**src/rtl/bitrev_pkg.sv**
```systemverilog
package bitrev_pkg;
    typedef enum logic {
        ST_EMPTY = 1'b0,
        ST_FULL  = 1'b1
    } out_state_t;
endpackage

```
**src/rtl/bitrev_mirror.sv**
```systemverilog
// Full word mirror: the two nibbles of each byte swap places with their
// bits reversed, and the bytes trade places end for end.
module bitrev_mirror #(
    parameter int WORD_W = 32
) (
    input  logic [WORD_W-1:0] din,
    output logic [WORD_W-1:0] dout
);
    localparam int NBYTES = WORD_W / 8;

    generate
        for (genvar b = 0; b < NBYTES; b++) begin : g_byte
            for (genvar n = 0; n < 2; n++) begin : g_nib
                for (genvar k = 0; k < 4; k++) begin : g_bit
                    assign dout[(NBYTES-1-b)*8 + (1-n)*4 + (3-k)] = din[b*8 + n*4 + k];
                end
            end
        end
    endgenerate
endmodule

```
**src/rtl/bitrev_step.sv**
```systemverilog
module bitrev_step #(
    parameter int WORD_W = 32
) (
    input  logic [WORD_W-1:0] idx,
    input  logic [WORD_W-1:0] mask,
    output logic [WORD_W-1:0] nxt
);
    localparam logic [WORD_W-1:0] ONE = {{(WORD_W-1){1'b0}}, 1'b1};

    logic [WORD_W-1:0] forced;
    logic [WORD_W-1:0] fwd;
    logic [WORD_W-1:0] sum;
    logic [WORD_W-1:0] back;

    // Unmasked positions set to one so the carry skips over them.
    assign forced = idx | ~mask;

    bitrev_mirror #(.WORD_W(WORD_W)) mir_fwd_i (.din(forced), .dout(fwd));

    assign sum = fwd + ONE;

    bitrev_mirror #(.WORD_W(WORD_W)) mir_back_i (.din(sum), .dout(back));

    assign nxt = (idx & ~mask) | (back & mask);

    always_comb begin
        if (((idx & mask) == mask) && (mask != '0)) begin
            assert_wrap_R5: assert ((nxt & mask) == '0);
        end
        if (mask == '0) begin
            assert_zero_mask_R6: assert (nxt == idx);
        end
    end
endmodule

```
**src/rtl/bitrev_stepper.sv**
```systemverilog
module bitrev_stepper
    import bitrev_pkg::*;
#(
    parameter int WORD_W = 32
) (
    input  logic              clk,
    input  logic              rst,
    input  logic              in_valid,
    input  logic [WORD_W-1:0] in_index,
    input  logic [WORD_W-1:0] in_mask,
    output logic              out_valid,
    output logic [WORD_W-1:0] out_index
);
    out_state_t        state_q, state_d;
    logic [WORD_W-1:0] step_res;
    logic [WORD_W-1:0] res_q;

    bitrev_step #(.WORD_W(WORD_W)) step_i (
        .idx  (in_index),
        .mask (in_mask),
        .nxt  (step_res)
    );

    // Next-state logic: take on valid input, drain otherwise.
    always_comb begin
        state_d = state_q;
        unique case (state_q)
            ST_EMPTY: if (in_valid)  state_d = ST_FULL;
            ST_FULL:  if (!in_valid) state_d = ST_EMPTY;
            default:  state_d = ST_EMPTY;
        endcase
    end

    // State register.
    always_ff @(posedge clk) begin
        if (rst) state_q <= ST_EMPTY;
        else     state_q <= state_d;
    end

    // Result register: captured only on valid input.
    always_ff @(posedge clk) begin
        if (rst)           res_q <= '0;
        else if (in_valid) res_q <= step_res;
    end

    // Outputs.
    always_comb begin
        out_valid = (state_q == ST_FULL);
        out_index = res_q;
    end

    assert_valid_follows_R2: assert property (@(posedge clk) disable iff (rst)
        in_valid |=> out_valid);
    assert_valid_drops_R2: assert property (@(posedge clk) disable iff (rst)
        !in_valid |=> !out_valid);
    assert_hold_R7: assert property (@(posedge clk) disable iff (rst)
        !in_valid |=> $stable(out_index));
    assert_passthru_R3: assert property (@(posedge clk) disable iff (rst)
        in_valid |=> (((out_index ^ $past(in_index)) & ~$past(in_mask)) == '0));
endmodule

```
**config.mk**
```make
export PLATFORM = sky130hd
export DESIGN_NAME = bitrev_stepper
export DESIGN_NICKNAME = d
export VERILOG_FILES = /design/src/rtl/bitrev_pkg.sv /design/src/rtl/bitrev_mirror.sv /design/src/rtl/bitrev_step.sv /design/src/rtl/bitrev_stepper.sv
export SDC_FILE = /design/constraint.sdc
export NUM_CORES = 1
export LEC_CHECK = 0
export BUFFER_PORTS_ARGS = -buffer_cell sky130_fd_sc_hd__buf_2
export CORE_MARGIN = 1.5
export CORE_UTILIZATION = 48
export CTS_CLUSTER_SIZE = 30
export DETAILED_ROUTE_END_ITERATION = 6
export MAX_ROUTING_LAYER = met4
export PLACE_DENSITY = 0.81
export RECOVER_POWER = 50
export SLEW_MARGIN = 20
export SYNTH_ARGS = -nofsm -noshare
export SYNTH_HDL_FRONTEND = slang
export SYNTH_SLANG_ARGS = --single-unit
```
**constraint.sdc**
```tcl
create_clock -name clk -period 2.9 [get_ports clk]
set_input_delay 0.87 -clock clk [delete_from_list [all_inputs] [get_ports clk]]
set_output_delay 0.87 -clock clk [all_outputs]
set_load 0.01 [all_outputs]
```
# == After elaboration in Yosys (flattened, before gate mapping) ==
# Cells that the tools add are included.
# Widths: inputs -> output; s select.
# totals
wordCells,9
inputBits,67
regBits,33
out_inout_bits,33
# classes
bitwise_logic,5
muxes,1
add_sub_neg,1
# op_table
cell,count
$and 32x32->32,2
$or 32x32->32,2
$add 32x1->32 const B,1
$not 32->32,1
$mux 1,1

# == Logic depth before layout (Yosys ltp) ==
# depth
ltp_word,5
depth_mapped,10
depth_no_buf,8

# == Cells and area by module ==
# Synthesis repeated with hierarchy kept, for this count alone.
# hier_totals
hier_cells,330
hier_area_um2,2927.8
# modules_own_cells
mod,cells_per_inst,n_inst,area_per_inst_um2,seq_area_each_um2
bitrev_step,160,1,1244.9,0.0
bitrev_stepper,106,1,1202.4,660.6
bitrev_mirror,32,2,240.2,0.0

# == Worst setup path after synthesis ==
# Ideal clock, no wire load.
# synth_path
path_kind,input -> register
startpoint,input in_index[31]
endpoint,register res_q[17] (netlist: out_index[17])
path_buffers,1
required_ns,2.809
t_arrival_ns,2.379
setup_slack_ns,0.430
setup_ns,0.091
cell_stages,9
cell_sequence,inv_1 -> ha_1 -> inv_1 -> ha_1 -> and2_1 -> nand4_1 -> clkbuf_1 -> or3_1 -> a311oi_1
# synth_via
elab_chain_cells,4
# synth_rtl
item,line,text
from (decl),bitrev_stepper.sv:9,"input logic [WORD_W-1:0] in_index,"
$or 32x32->32,bitrev_step.sv:16,assign forced = idx | ~mask;
$add 32x1->32,bitrev_step.sv:20,assign sum = fwd + ONE;
$and 32x32->32,bitrev_step.sv:24,assign nxt = (idx & ~mask) | (back & mask);
$or 32x32->32,bitrev_step.sv:24,
to (signal assigned),bitrev_stepper.sv:43,else if (in_valid) res_q <= step_res;
to (decl),bitrev_stepper.sv:16,logic [WORD_W-1:0] res_q;
# No other way between the ends.
# A chain may end at the register's enable or synchronous reset.

# == Final worst setup path ==
# layout_path
startpoint,input in_index[31]
endpoint,register res_q[9] (netlist: out_index[9])
# Same word-level chain as after synthesis.

==> impl_summary.log <==
[metrics] width of the chip: 72.0 um
[metrics] final-layout setup total negative slack: 0 ns
[metrics] fraction of layout instances using a drive strength above 1: 0.254
[metrics] highest clock rate: 395 MHz
[metrics] primary flip-flop cell chosen by synthesis mapping: dfxtp_1
[metrics] number of routed nets with antenna violations: 0
[metrics] Comb pwr share: 0.267
[metrics] setup clock skew after layout: 0 ns
[metrics] Max Cap Violations: 0
[metrics] required time of the worst setup path: 3.10 ns
[metrics] clock sink total: 33
[metrics] Switching Power: 0.000372 W
[metrics] Hold-fix buffers, CTS: 0
[metrics] initial standard-cell utilization of the core: 0.510
[metrics] antenna cells: 0
[metrics] met1 GRT Util: 0.320
[metrics] met2 capacity usage during global routing: 0.409
[metrics] top post-synthesis cells by area: dfxtp_1 (29%), a311oi_1 (5.8%), nor2_1 (5.4%), nand2b_1 (4.7%), a211oi_1 (3.6%)
[metrics] portion of the clock cycle consumed by the worst path in the final layout: 0.872
[metrics] proportion of power drawn by the clock network: 0.293
[metrics] global routing met3 resource utilization: 0.0514
[metrics] FF+latch count, synth: 33
[metrics] Syn Std Cell Area: 2280 um^2
[metrics] syn_area_per_cell: 7.90 um^2
[metrics] number of global-route vias before repair: 2369
[metrics] number of failing hold endpoints at the final stage: 0
[metrics] register area: 661 um^2
[metrics] layer carrying the most global-route usage: met2
[metrics] number of filler instances in the final layout: 417
[metrics] startpoint of the lowest-slack hold path: out_index[13]
[metrics] number of unique standard cell types used by synthesis: 51
[metrics] vias post-DR: 2566
[metrics] reg2reg start: out_index[4]
[metrics] area fraction of the dominant cell type after synthesis: 0.289
[metrics] worst hold path depth: 2
[metrics] global-route wire length before repair: 10.3 mm
[metrics] number of pins exceeding their max-slew limit in the final report: 0
[metrics] most used standard cells in the synthesized netlist: dfxtp_1 (33), nor2_1 (33), nand2_1 (21)
[metrics] Max IR drop VDD: 0.232 mV
[metrics] length in cells of the worst reg-to-reg path: 3
[metrics] number of detailed-routing iterations run before antenna repair: 4
[metrics] top-level I/O count: 100
[metrics] area delta synth->final: 24.7%
[metrics] total track usage: 0.254
[metrics] net count after synthesis: 358
[metrics] minimum setup slack in the final design: 0.371 ns
[metrics] overall die height: 72.0 um
[metrics] number of standard-cell rows in the floorplan: 24
[metrics] arrival time at the worst endpoint: 2.73 ns
[metrics] EDFF count, synth: 0
[metrics] cell taking the most area after synthesis: dfxtp_1
[metrics] Die Area: 5180 um^2
[metrics] clock tree buffer depth: 2
[metrics] unrepaired setup endpoints after global routing: no
[metrics] Via density: 5.81
[metrics] detailed router's first-iteration violation count: 146
[metrics] sink of the worst hold path: out_index[13]
[metrics] sequential-to-total area share from yosys stat: 0.289
[metrics] gate count after technology mapping: 289
[metrics] clock latency at the later pin of the worst-skew pair: 0.28 ns
[metrics] top fanout value on the critical path: 10
[metrics] number of buffers added for setup after CTS: 0
[metrics] Synth warnings: 0
[metrics] maximum number of pins on one net before global-route repair: 37
[metrics] total clock buffers created by CTS: 5
[metrics] Crit Path Class: input pin to register
[metrics] critical register-to-register path endpoint: out_index[4]
[metrics] sequential cell fraction of total power: 0.439
[metrics] final setup fails: 0
[metrics] worst-case register-to-register setup slack: 1.96 ns
[metrics] total area of multi-input combinational cells: 1440 um^2
[metrics] GP Congestion: 0.898
[metrics] remaining design rule violation count: 0
[metrics] clock transition at the registers of the reported paths: 0.07 ns
[metrics] CTS-repair resized insts: 0
[metrics] kind of start point of the critical path: input pin
[metrics] slew at the pin closest to its max-slew limit: 0.658 ns
[metrics] Crit. End Element: register
[metrics] Core Box Area: 4470 um^2
[metrics] Sw Ratio: 0.322
[metrics] buffer type at the clock tree root: clkbuf_8
[metrics] level count of the clock H-tree: 2
[metrics] Max-Slew Margin vs Limit: 0.561
[metrics] number of port buffers: 99
[metrics] overflow left after global routing: 0
[metrics] initial antenna violation count: 0
[metrics] shortest period the worst path allows: 2.53 ns
[metrics] count of nets after finishing: 458
[metrics] Internal: 0.000783 W
[metrics] WL per Instance: 14.3 um
[metrics] CTS tree: done
[metrics] fraction of synthesis flops using an asynchronous set or reset pin: 0
[metrics] static leakage: 1.17 nW
[metrics] Cell Pwr Density: 406 nW/um^2
[metrics] half-perimeter wire length of the detailed placement result: 4.94 mm
[metrics] run status: finished, final reports clean
[metrics] drt total wl: 6.34 mm
[metrics] pre-CTS setup slack: 0.0550 ns
[metrics] worst min-delay path category: register to register
## area by class of cell
cell class	count	share of cell area
Clock buffer	6	0.0255
Clock inverter	2	0.00352
Inverter	18	0.0237
Multi-Input combinational cell	222	0.505
Sequential cell	33	0.232
Tap cell	52	0.0229
Timing Repair Buffer	109	0.187
## power groups by stage
stage | Clock (W) | Sequential [W] | Combinational (W)
after floorplan | 0 | 0.000531 | 0.000167
after global placement | 0 | 0.000515 | 0.000308
after detailed placement | 0 | 0.000515 | 0.000315
after CTS | 0.000347 | 0.000506 | 0.000316
after global routing | 0.000368 | 0.000510 | 0.000342
final | 0.000339 | 0.000507 | 0.000309
## stage by stage
stage,hold WS (ns),utilization,area (um^2),instances,power [W]
floorplan,0.496,-,2280,289,0.000698
global placement,0.464,0.626,2800,434,0.000823
detailed placement,0.475,0.626,2800,434,0.000830
CTS,0.486,0.644,2880,442,0.00117
global route,0.507,0.636,2850,442,0.00122
finish,0.485,0.636,2850,442,0.00115
## sequential cells by signal, indices dropped and copies added, names as in the netlist
signal / cells
out_valid: 1
out_index: 32
## critical path, stage by stage
cell and delay (ns):
buf_2 0.07, inv_1 0.04, ha_1 0.18, inv_1 0.06, ha_1 0.17, and2_1 0.16
nand4_1 0.33, or4_1 0.60, a311oi_1 0.25
## logic make-up (layout without fill, tap and decap cells)
family	after synthesis	after routing	share of synthesized area
AO/OA/AOI/OAI	70	70	0.245
XOR/XNOR	9	9	0.0345
adder cells (fa/ha/maj)	2	2	0.0110
buffers and inverters	34	135	0.0811
flip-flops	33	33	0.289
multiplexers	1	1	0.00439
AND/OR/NAND/NOR	140	140	0.335
## layer usage
layer  wire length (um)  up-vias
li1                   -     1292
met3                377       13
met4                117        0
met5                  0        -
met2               2980       98
met1               2860     1163
## worst max-delay path by stage
stage / cells past startpoint / slack, ns / to / from
5_1_grt: 9 / 0.17 / out_index[7] / in_index[31]
6_report: 9 / 0.37 / out_index[9] / in_index[31]
4_1_cts: 9 / 0.36 / out_index[9] / in_index[31]
3_3_place_gp: 9 / 0.16 / out_index[7] / in_index[31]
3_5_place_dp: 9 / 0.05 / out_index[9] / in_index[31]
2_1_floorplan: 9 / 0.43 / out_index[17] / in_index[31]
## layout by cell type, fill, tap and decap left out, types with 5 or more instances in the layout
cell       n
nand3_1   11
buf_2     69
or3_1     10
dfxtp_1   33
a311oi_1  15
nor2_1    33
o21ai_0   16
xor2_1     7
o31ai_1    7
clkbuf_1  31
or4_1      9
nand2_1   21
buf_4     10
nand2b_1  17
inv_1     15
nand4_1    7
nor4_1    10
a211oi_1  11
clkbuf_8   5
Power figures use the tool's default switching activity.
